$ cat src/rtl/par_io_pkg.sv
package par_io_pkg;
  localparam int PORT_W = 8;
  localparam int NIB_W  = PORT_W / 2;
  localparam int IDX_W  = $clog2(PORT_W);

  // configuration word field positions
  localparam int CFG_FMT   = 7;
  localparam int CFG_DIR_A = 4;
  localparam int CFG_DIR_CH = 3;
  localparam int CFG_DIR_B = 1;
  localparam int CFG_DIR_CL = 0;

  localparam logic [PORT_W-1:0] CFG_RESET = 8'h9B;

  typedef enum logic [1:0] {
    SEL_PA  = 2'd0,
    SEL_PB  = 2'd1,
    SEL_PC  = 2'd2,
    SEL_CFG = 2'd3
  } regSel_e;

  typedef struct packed {
    logic wrPortA;
    logic wrPortB;
    logic wrPortC;
    logic wrCfg;
    logic wrBitOp;
  } busStrobes_t;
endpackage

$ cat src/rtl/par_io_ctrl.sv
module par_io_ctrl
  import par_io_pkg::*;
(
  input  logic        clk,
  input  logic        rstN,
  input  logic        csN,
  input  logic        rdN,
  input  logic        wrN,
  input  logic [1:0]  addr,
  input  logic [3:0]  fmtBits,   // {bit7, bit6, bit5, bit2} of write data
  output busStrobes_t strobes,
  output logic        rdOe
);
  logic wrActive;
  logic wrPrev;
  logic wrPulse;
  logic modeBitsZero;
  regSel_e sel;

  assign wrActive     = !csN && !wrN;
  assign wrPulse      = wrActive && !wrPrev;
  assign modeBitsZero = (fmtBits[2:0] == 3'b000);
  assign sel          = regSel_e'(addr);

  always_ff @(posedge clk or negedge rstN) begin
    if (!rstN) wrPrev <= 1'b0;
    else       wrPrev <= wrActive;
  end

  always_comb begin
    strobes = '0;
    if (wrPulse) begin
      unique case (sel)
        SEL_PA:  strobes.wrPortA = 1'b1;
        SEL_PB:  strobes.wrPortB = 1'b1;
        SEL_PC:  strobes.wrPortC = 1'b1;
        SEL_CFG: begin
          if (fmtBits[3]) strobes.wrCfg   = modeBitsZero;
          else            strobes.wrBitOp = 1'b1;
        end
        default: ;
      endcase
    end
  end

  assign rdOe = !csN && !rdN;

  // a write strobe produces at most one commit pulse per assertion
  assert_single_commit_R9: assert property (@(posedge clk) disable iff (!rstN)
    (strobes != '0) |=> (strobes == '0));

  // no strobe while deselected
  assert_no_strobe_deselected_R2: assert property (@(posedge clk) disable iff (!rstN)
    csN |-> (strobes == '0));
endmodule

$ cat src/rtl/par_io_dp.sv
module par_io_dp
  import par_io_pkg::*;
#(
  parameter int W = PORT_W
) (
  input  logic         clk,
  input  logic         rstN,
  input  busStrobes_t  strobes,
  input  logic [W-1:0] wrData,
  input  logic [1:0]   addr,
  input  logic [W-1:0] paIn,
  input  logic [W-1:0] pbIn,
  input  logic [W-1:0] pcIn,
  output logic [W-1:0] paOut,
  output logic [W-1:0] paOe,
  output logic [W-1:0] pbOut,
  output logic [W-1:0] pbOe,
  output logic [W-1:0] pcOut,
  output logic [W-1:0] pcOe,
  output logic [W-1:0] rdData
);
  localparam int HALF = W / 2;
  localparam int IW   = $clog2(W);

  logic [W-1:0] latA, latB, latC, cfgWord;
  logic dirAIn, dirBIn, dirCHiIn, dirCLoIn;
  logic [IW-1:0] bitIdx;
  logic [W-1:0] pcView;

  assign dirAIn   = cfgWord[CFG_DIR_A];
  assign dirBIn   = cfgWord[CFG_DIR_B];
  assign dirCHiIn = cfgWord[CFG_DIR_CH];
  assign dirCLoIn = cfgWord[CFG_DIR_CL];
  assign bitIdx   = wrData[IW:1];

  always_ff @(posedge clk or negedge rstN) begin
    if (!rstN) begin
      latA    <= '0;
      latB    <= '0;
      latC    <= '0;
      cfgWord <= CFG_RESET;
    end else if (strobes.wrCfg) begin
      cfgWord <= wrData;
      latA    <= '0;
      latB    <= '0;
      latC    <= '0;
    end else begin
      if (strobes.wrPortA) latA <= wrData;
      if (strobes.wrPortB) latB <= wrData;
      if (strobes.wrPortC) latC <= wrData;
      if (strobes.wrBitOp) latC[bitIdx] <= wrData[0];
    end
  end

  assign paOut = latA;
  assign pbOut = latB;
  assign pcOut = latC;
  assign paOe  = {W{!dirAIn}};
  assign pbOe  = {W{!dirBIn}};

  generate
    for (genvar n = 0; n < 2; n++) begin : g_cnib
      logic nibIn;
      if (n == 1) begin : g_hi
        assign nibIn = dirCHiIn;
      end else begin : g_lo
        assign nibIn = dirCLoIn;
      end
      assign pcOe[n*HALF +: HALF]   = {HALF{!nibIn}};
      assign pcView[n*HALF +: HALF] = nibIn ? pcIn[n*HALF +: HALF]
                                            : latC[n*HALF +: HALF];
    end
  endgenerate

  always_comb begin
    unique case (regSel_e'(addr))
      SEL_PA:  rdData = dirAIn ? paIn : latA;
      SEL_PB:  rdData = dirBIn ? pbIn : latB;
      SEL_PC:  rdData = pcView;
      default: rdData = cfgWord;
    endcase
  end

  // a configuration word leaves every latch cleared
  assert_cfg_clears_R4: assert property (@(posedge clk) disable iff (!rstN)
    strobes.wrCfg |=> (latA == '0 && latB == '0 && latC == '0));

  // a bit command changes at most one port C latch bit
  assert_bitop_single_R6: assert property (@(posedge clk) disable iff (!rstN)
    strobes.wrBitOp |=> ($countones(latC ^ $past(latC)) <= 1));

  // without a strobe nothing in the register file moves
  assert_idle_hold_R2: assert property (@(posedge clk) disable iff (!rstN)
    (strobes == '0) |=> ($stable(latA) && $stable(latB) && $stable(latC) && $stable(cfgWord)));
endmodule

$ cat src/rtl/par_io_unit.sv
module par_io_unit
  import par_io_pkg::*;
(
  input  logic              clk,
  input  logic              rstN,
  input  logic              busCsN,
  input  logic              busRdN,
  input  logic              busWrN,
  input  logic [1:0]        busAddr,
  input  logic [PORT_W-1:0] busWrData,
  output logic [PORT_W-1:0] busRdData,
  output logic              busRdOe,
  input  logic [PORT_W-1:0] paIn,
  output logic [PORT_W-1:0] paOut,
  output logic [PORT_W-1:0] paOe,
  input  logic [PORT_W-1:0] pbIn,
  output logic [PORT_W-1:0] pbOut,
  output logic [PORT_W-1:0] pbOe,
  input  logic [PORT_W-1:0] pcIn,
  output logic [PORT_W-1:0] pcOut,
  output logic [PORT_W-1:0] pcOe
);
  busStrobes_t strobes;
  logic [3:0]  fmtBits;

  assign fmtBits = {busWrData[CFG_FMT], busWrData[6], busWrData[5], busWrData[2]};

  par_io_ctrl ctrl_i (
    .clk     (clk),
    .rstN    (rstN),
    .csN     (busCsN),
    .rdN     (busRdN),
    .wrN     (busWrN),
    .addr    (busAddr),
    .fmtBits (fmtBits),
    .strobes (strobes),
    .rdOe    (busRdOe)
  );

  par_io_dp #(.W(PORT_W)) dp_i (
    .clk     (clk),
    .rstN    (rstN),
    .strobes (strobes),
    .wrData  (busWrData),
    .addr    (busAddr),
    .paIn    (paIn),
    .pbIn    (pbIn),
    .pcIn    (pcIn),
    .paOut   (paOut),
    .paOe    (paOe),
    .pbOut   (pbOut),
    .pbOe    (pbOe),
    .pcOut   (pcOut),
    .pcOe    (pcOe),
    .rdData  (busRdData)
  );

  // deselected block never enables its read drivers
  assert_rdoe_deselected_R2: assert property (@(posedge clk) disable iff (!rstN)
    busCsN |-> !busRdOe);

  // port enables are all-or-nothing per port
  assert_port_oe_whole_R4: assert property (@(posedge clk) disable iff (!rstN)
    ($countones(paOe) == 0 || $countones(paOe) == PORT_W) &&
    ($countones(pbOe) == 0 || $countones(pbOe) == PORT_W));
endmodule

$ cat config.mk
export PLATFORM = sky130hd
export DESIGN_NAME = par_io_unit
export DESIGN_NICKNAME = d
export VERILOG_FILES = /design/src/rtl/par_io_pkg.sv /design/src/rtl/par_io_ctrl.sv /design/src/rtl/par_io_dp.sv /design/src/rtl/par_io_unit.sv
export SDC_FILE = /design/constraint.sdc
export NUM_CORES = 1
export LEC_CHECK = 0
export BUFFER_PORTS_ARGS = -buffer_cell sky130_fd_sc_hd__clkbuf_2
export CAP_MARGIN = 30
export CELL_PAD_IN_SITES_DETAIL_PLACEMENT = 1
export CELL_PAD_IN_SITES_GLOBAL_PLACEMENT = 2
export CORE_MARGIN = 4
export CORE_UTILIZATION = 30
export CTS_CLUSTER_SIZE = 12
export DETAILED_ROUTE_END_ITERATION = 7
export PLACE_DENSITY_LB_ADDON = 0.15
export SETUP_SLACK_MARGIN = 0.05
export SYNTH_ARGS = -nofsm -noshare
export SYNTH_HDL_FRONTEND = slang
export SYNTH_SLANG_ARGS = --single-unit
$ cat constraint.sdc
create_clock -name clk -period 2.7 [get_ports clk]
set_input_delay 0.405 -clock clk [delete_from_list [all_inputs] [get_ports clk]]
set_output_delay 0.405 -clock clk [all_outputs]
set_load 0.02 [all_outputs]
==> results of run 1 <==
[sequential cells by signal, summed over array words and instances, names as in the netlist]
signal and flops:
dp_i.cfgWord 8, dp_i.paOut 8, dp_i.pbOut 8, dp_i.pcOut 8
ctrl_i.wrPrev 1
[power groups by stage]
stage / sequential, mW / combinational (mW) / clock, mW
5_1_grt: 0.709 / 0.678 / 0.449
3_5_place_dp: 0.703 / 0.633 / 0
2_1_floorplan: 0.767 / 0.353 / 0
4_1_cts: 0.693 / 0.634 / 0.427
6_report: 0.690 / 0.624 / 0.413
3_3_place_gp: 0.703 / 0.625 / 0
[cell usage in the layout (no fill, tap or decap), types with 2 or more instances in the layout]
| cell | n |
|---|---|
| a211oi_1 | 2 |
| and3_1 | 6 |
| nand2_1 | 11 |
| o22ai_1 | 2 |
| nor2_1 | 15 |
| or2_2 | 2 |
| o311ai_0 | 2 |
| clkbuf_8 | 7 |
| dfstp_2 | 5 |
| inv_1 | 8 |
| mux4_2 | 6 |
| a21oi_1 | 4 |
| mux2i_1 | 14 |
| clkbuf_2 | 95 |
| a311oi_1 | 5 |
| a221oi_1 | 5 |
| nand3_1 | 3 |
| buf_4 | 5 |
| nor2b_1 | 7 |
| mux2_1 | 2 |
| dfrtp_1 | 28 |
| o21ai_0 | 8 |
| mux2_2 | 22 |
[kinds of logic after synthesis]
family	after synthesis	share of synthesized area, %
and+or+nand+nor	55	15.3
muxes	44	25.3
buffers and inverters	41	11.1
DFF	33	38.6
AOI/OAI and AO/OA	30	9.64
[final cells by class]
cell class	count	area [um^2]	share of cell area [%]
Clock buffer	7	96.3	3.59
Clock inverter	1	5.00	0.186
Inverter	8	30.0	1.12
Multi-Input combinational cell	129	1090	40.6
Sequential cell	33	832	31.0
Tap cell	96	120	4.47
Timing Repair Buffer	100	513	19.1
[metrics by stage]
step	utilization (%)	cell area, um^2	setup WS [ns]	hold slack (ns)
floorplan	-	2150	0.596	0.109
CTS	39.1	2690	0.286	0.245
global placement	37.6	2580	0.605	0.489
finish	39.1	2690	0.320	0.222
global route	39.1	2690	0.243	0.280
detailed placement	37.6	2580	0.579	0.487
[per-layer routing]
layer	share of wire, %	vias to the layer above	global-route usage (%)
met3	5.3	4	4.31
met5	0	-	0
li1	-	864	-
met4	0.69	0	3.66
met2	48	49	25.6
met1	46	901	21.3
[worst paths after layout]
check | start | to | slack (ns) | depth (start not counted)
setup / recovery | dp_i.cfgWord[4] | busRdData[5] | 0.32 | 3
hold / removal | rstN | dp_i.pbOut[4] | 0.22 | 1
setup reg to reg | ctrl_i.wrPrev | dp_i.pcOut[4] | 0.78 | 4
hold reg to reg | dp_i.cfgWord[6] | dp_i.cfgWord[6] | 0.51 | 1
max in group asynchronous | rstN | dp_i.paOut[5] | 1.94 | 1
min in group clk | busWrN | ctrl_i.wrPrev | 0.32 | 2
==> impl_metrics.ini, run 1 <==
[worst_setup_path]
cp.required_ns = 2.30
crit_path_end_kind = output port
crit_type = register to output port
max_stage_delay_ns = 0.69
critPathMaxFanout = 10
path_buf_inv = 1
crit_slowest_cell = dfstp_2
critPathTopFamily = multiplexers
path_cells = mux2_2, mux4_2, clkbuf_2
worstPathArrival_ns = 1.97
critPathLaunchType = register

[pwr]
total_leakage_power_nw = 1.41
ir_drop_uv = 225
swShare_pct = 37.7
p_total_mw = 1.73
internal_power_mw = 1.08
clock_power_share_pct = 23.9
power_frac_comb_pct = 36.1
p_per_area_mw_per_mm2 = 643
power_frac_seq_pct = 39.9
switching_power_uw = 651

[logic_synthesis]
syn_area_per_cell_um2 = 10.6
synthFlopType = dfrtp_1
synth_edf_count = 0
yosysUniqueCellTypes = 37
netlist.area_leader.share_pct = 32.5
synth_area_mm2 = 0.00215
synth.most_common_cell = dfrtp_1
synthCells = 203
synthTopCellsByCount = 28 x dfrtp_1, 22 x mux2_2, 20 x buf_4
ys_seq_area_share_pct = 38.6
synth_seq_cells = 33
netlist_top_cells_area = dfrtp_1 33%, mux2_2 11%, buf_4 7.0%
async_reset_ff_share_pct = 100
yosys_warnings = 0
synth_nets = 242
yosysTopAreaCell = dfrtp_1

[timing]
rsz0062_at_grt = false
slew_headroom_pct = 43.2
finClkSkew_ns = 0.00809
setup_tns_ns = 0
min_period_ns = 2.38
post-route-period-util_pct = 88.1
setup_viol = 0
finalHoldViolCount = 0
worst_slew_pin_slew_ns = 0.852
maxSlewViolCount = 0
timing.fmax_ghz = 0.420

[floorplan]
die_x_um = 92.7
dieHeight_um = 92.7
fp-row-count = 30
start_util_pct = 31.4
coreArea_mm2 = 0.00687
dieArea_mm2 = 0.00860
ioPinCount = 96

[place]
dp_cells = 366
hpwl_mm = 5.12
portBuffers = 95
routabilityCongestion = 0.727

[route]
via_per_inst = 4.86
drtPass1Iterations = 4
ant_nets = 0
drt-initial-drc-count = 62
detail_route.wl_per_cell_um = 17.8
totalWireLength_mm = 6.64
drc = 0
via_count = 1818

[worst_hold_path]
hp-class = input port to asynchronous set/reset pin

[finish]
drive_gt1_share_pct = 53.2
fill_cells = 809
diodes = 0
syn_to_final_growth_pct = 24.7
nets = 316
stdcell_count = 374

[clock_tree]
clockBufferDepth = 2
cts_max_level = 2
cts_hold_buf = 0
postCtsSetupBuffers = 0
clk_pin_slew_ns = 0.07
clkSinkCount = 33
cts_root_buf = clkbuf_8
post_cts_resized = 0
clock_latency_ns = 0.29
cts_tree = built
cts_made_buffers = 5

[grt]
grt_max_degree = 34
grt-ovfl-total = 0
grt_pass1_wl_mm = 10.6
grt_use_total_pct = 15.9
grt_antenna_before_repair = 0
grt_pass1_vias = 1950

[job]
drv_cap = 0

[run_status]
status = completed
Note: power is estimated with default switching activity, not from simulation.
==> run 2: changes to the inputs <==
RECOVER_POWER = 25   (was unset)
==> run 2 against run 1 <==
Effect of this change: the run now ends with capacitance limit, slew limit left; sequential power is essentially flat; clock power is essentially flat; routed wire length is essentially flat; largest power group unchanged; clock skew is essentially flat; final cell count unchanged; critical endpoint unchanged; worst setup slack is essentially flat; non-clock buffer count unchanged; final area is essentially flat; core utilization about the same; worst hold slack improved by 0.11 ns; largest cell class unchanged; register-to-register slack is essentially flat; total power is essentially flat.
==> impl_metrics.ini, run 2 (same netlist as run 1, synthesis figures left out) <==
[pwr]
total_leakage_power_nw = 1.40
ir_drop_uv = 225
p_per_area_mw_per_mm2 = 644

[worst_setup_path]
crit_path_end_kind = output port
worstPathArrival_ns = 1.98
crit_type = register to output port
critPathMaxFanout = 10
cp.required_ns = 2.30
critPathLaunchType = register
r2r_setup_slack_ns = 0.78

[route]
ant_nets = 0
totalWireLength_mm = 6.65
via_per_inst = 4.87
drtPass1Iterations = 4
drc = 0
detail_route.wl_per_cell_um = 17.8
via_count = 1820
drt-initial-drc-count = 63

[timing]
slew_headroom_pct = -21.8
post-route-period-util_pct = 88.2
finalHoldViolCount = 0
rsz0062_at_grt = false
maxSlewViolCount = 34
setup_viol = 0
setup_tns_ns = 0
worst_slew_pin_slew_ns = 1.83
finClkSkew_ns = 0.00808
timing.fmax_ghz = 0.420
min_period_ns = 2.38
hold_slack_ns = 0.330

[job]
drv_cap = 1

[floorplan]
fp-row-count = 30
dieArea_mm2 = 0.00860
die_x_um = 92.7
ioPinCount = 96
coreArea_mm2 = 0.00687
start_util_pct = 31.4
dieHeight_um = 92.7

[finish]
syn_to_final_growth_pct = 24.6
final_area_mm2 = 0.00268
final_cell_mix = 93 x clkbuf_2, 28 x dfrtp_1, 22 x mux2_2
stdcell_count = 374
layout_commonest_cell = clkbuf_2
nets = 316
drive_gt1_share_pct = 52.5
diodes = 0

[place]
hpwl_mm = 5.12
portBuffers = 95
dpl_cell_area_mm2 = 0.00258
dp_cells = 366
routabilityCongestion = 0.727

[clock_tree]
post_cts_resized = 0
cts_tree = built
cts_made_buffers = 5
cts_max_level = 2
clock_latency_ns = 0.29
cts_root_buf = clkbuf_8
postCtsSetupBuffers = 0
cts_hold_buf = 0
clk_pin_slew_ns = 0.07
clockBufferDepth = 2
clkSinkCount = 33

[run_status]
violations = capacitance limit, slew limit
status = finished, violations left

[grt]
grt_pass1_wl_mm = 10.6
grt-ovfl-total = 0
grt_max_degree = 34
grt_antenna_before_repair = 0
grt_use_total_pct = 15.9
grt_pass1_vias = 1950

[worst_hold_path]
hp-class = input port to register
run 2: final cells by class:
| class | count | area (um^2) |
|---|---|---|
| clock buffers | 7 | 96.3 |
| clock inverters | 1 | 5.00 |
| fillers | 809 | 4190 |
| inverters | 8 | 30.0 |
| multi-input cells | 129 | 1090 |
| flip-flops and latches | 33 | 832 |
| well taps | 96 | 120 |
| repair buffers | 100 | 510 |
run 2: worst max-delay path: stages, from the launching register on:
cell and delay (ns):
dfstp_2 0.69, mux2_2 0.38, mux4_2 0.46, clkbuf_2 0.17
run 2: power by group:
part	switching, mW	internal (mW)	leakage [nW]
clock network	0.183	0.230	0.0542
registers	0.0950	0.595	0.403
logic	0.374	0.250	0.947
total	0.652	1.08	1.40
run 2: path summary, 6_finish.rpt:
check | startpoint | depth (start not counted) | end
setup / recovery | dp_i.cfgWord[4] | 3 | busRdData[5]
hold / removal | busCsN | 2 | ctrl_i.wrPrev
hold reg to reg | dp_i.cfgWord[6] | 1 | dp_i.cfgWord[6]
max in group asynchronous | rstN | 1 | dp_i.paOut[5]
setup reg to reg | ctrl_i.wrPrev | 4 | dp_i.pcOut[4]
min in group asynchronous | rstN | 1 | dp_i.pbOut[4]
run 2: metrics by stage:
step | worst slack (ns) | util [%] | power, mW
after floorplan | 0.596 | - | 1.12
after global placement | 0.605 | 37.6 | 1.33
after detailed placement | 0.579 | 37.6 | 1.34
after CTS | 0.286 | 39.1 | 1.75
after global routing | 0.243 | 39.1 | 1.84
final | 0.320 | 39.1 | 1.73
run 2: routing by layer:
layer  vias to the layer above  global-route usage (%)  share of wire [%]
li1                        864                       -                  -
met1                       900                    21.3                 47
met2                        52                    25.6                 48
met3                         4                    4.31                4.9
met4                         0                    3.66               0.69
met5                         -                       0                  0
==> run 3: changes to the inputs <==
PLACE_DENSITY = 0.86   (was unset)
PLACE_DENSITY_LB_ADDON = unset   (was 0.15)
==> run 3 against run 2 <==
Effect of this change: the run still ends with capacitance limit, slew limit left; clock power barely moved; via count is 3.4% higher; clock skew decreased by 0.0010 ns; flip-flop and latch count is the same; non-clock buffer count is 1 lower; combinational power barely moved; sequential share of layout area grew 0.087 points; final area decreased by 0.28%; worst hold slack lost 0.034 ns; count of clock-buffer cells in the layout is the same; core utilization shrank 0.11 points; final cell count is 0.27% lower; critical endpoint is now busRdData[6]; highest routed layer unchanged.
==> impl_metrics.ini, run 3 (same netlist as run 1, synthesis figures left out) <==
[run_status]
status = finished, violations left
violations = capacitance limit, slew limit

[timing]
rsz0062_at_grt = false
worst_slack_ns = 0.304
finalHoldViolCount = 0
worst_slew_pin_slew_ns = 1.80
maxSlewViolCount = 34
post-route-period-util_pct = 88.7
setup_tns_ns = 0
finClkSkew_ns = 0.00706
hold_slack_ns = 0.296
min_period_ns = 2.40
timing.fmax_ghz = 0.417
setup_viol = 0
slew_headroom_pct = -20.3

[finish]
layout_commonest_cell = clkbuf_2
multiInputGateArea_mm2 = 0.00109
drive_gt1_share_pct = 52.3
nets = 315
fill_cells = 809
diodes = 0
syn_to_final_growth_pct = 24.2
stdcell_count = 373
regArea_um2 = 832
final_cell_mix = 93 x clkbuf_2, 28 x dfrtp_1, 22 x mux2_2

[route]
via_per_inst = 5.05
drt-initial-drc-count = 46
drtPass1Iterations = 4
detail_route.wl_per_cell_um = 18.3
ant_nets = 0
totalWireLength_mm = 6.82
drc = 0
via_count = 1882

[worst_setup_path]
critPathLaunchType = register
worstPathArrival_ns = 1.99
cp.required_ns = 2.30
critPathMaxFanout = 10
crit_type = register to output port
crit_path_end_kind = output port

[clock_tree]
cts_max_level = 2
clk_pin_slew_ns = 0.07
cts_hold_buf = 0
cts_tree = built
clkSinkCount = 33
clockBufferDepth = 2
post_cts_resized = 0
postCtsSetupBuffers = 0
cts_root_buf = clkbuf_8
clock_latency_ns = 0.29
cts_made_buffers = 5

[pwr]
total_leakage_power_nw = 1.40
ir_drop_uv = 178
p_per_area_mw_per_mm2 = 647

[grt]
grt_pass1_wl_mm = 10.6
grt-ovfl-total = 0
grt_max_degree = 34
grt_antenna_before_repair = 0
grt_use_total_pct = 15.9
grt_pass1_vias = 1984

[floorplan]
fp-row-count = 30
dieArea_mm2 = 0.00860
coreArea_mm2 = 0.00687
start_util_pct = 31.4
ioPinCount = 96
dieHeight_um = 92.7
die_x_um = 92.7

[place]
dp_slack_ns = 0.582
dp_cells = 365
hpwl_mm = 5.17
routabilityCongestion = 0.791
portBuffers = 95

[worst_hold_path]
hp-class = input port to register

[job]
drv_cap = 1
-- run 3: cell types whose count changed in the layout (fill, tap and decap cells not counted) --
cell and change:
buf_4 -1
-- run 3: worst paths after layout --
kind	depth (start not counted)	slack [ns]	to	startpoint
worst max-delay path	3	0.30	busRdData[6]	dp_i.cfgWord[4]
max in group asynchronous	1	1.07	dp_i.pbOut[5]	rstN
worst min-delay path	2	0.30	ctrl_i.wrPrev	busWrN
min in group asynchronous	1	0.59	dp_i.paOut[5]	rstN
worst max register to register	4	0.74	dp_i.pcOut[0]	ctrl_i.wrPrev
worst min register to register	1	0.51	dp_i.cfgWord[5]	dp_i.cfgWord[5]
-- run 3: stage by stage --
| step | util (%) | total power [mW] | instance area [um^2] |
|---|---|---|---|
| 2_1_floorplan | - | 1.12 | 2150 |
| 3_5_place_dp | 37.5 | 1.34 | 2580 |
| 4_1_cts | 39.0 | 1.75 | 2680 |
| 6_report | 39.0 | 1.73 | 2680 |
| 5_1_grt | 39.0 | 1.83 | 2680 |
| 3_3_place_gp | 37.5 | 1.32 | 2580 |
-- run 3: routing by layer --
| layer | part of all wire [%] | up-vias | track usage (%) |
|---|---|---|---|
| li1 | - | 864 | - |
| met1 | 41 | 949 | 19.7 |
| met2 | 51 | 62 | 28.0 |
| met3 | 6.6 | 7 | 3.74 |
| met4 | 0.94 | 0 | 3.66 |
| met5 | 0 | - | 0 |
-- run 3: power by group --
group	switching, mW	internal [mW]	total [mW]
combinational	0.377	0.249	0.626
clock	0.186	0.230	0.416
sequential	0.0947	0.595	0.690
total	0.657	1.07	1.73
-- run 3: area by class of cell --
type / instances / area share, %
well taps: 96 / 4.49
clock buffers: 7 / 3.60
flip-flops and latches: 33 / 31.1
repair buffers: 99 / 18.8
multi-input cells: 129 / 40.7
inverters: 8 / 1.12
clock inverters: 1 / 0.187
-- run 3: critical path, stage by stage (launching register included) --
cell and delay [ns]:
dfstp_2 0.69, mux2_2 0.38, mux4_2 0.46, clkbuf_2 0.17
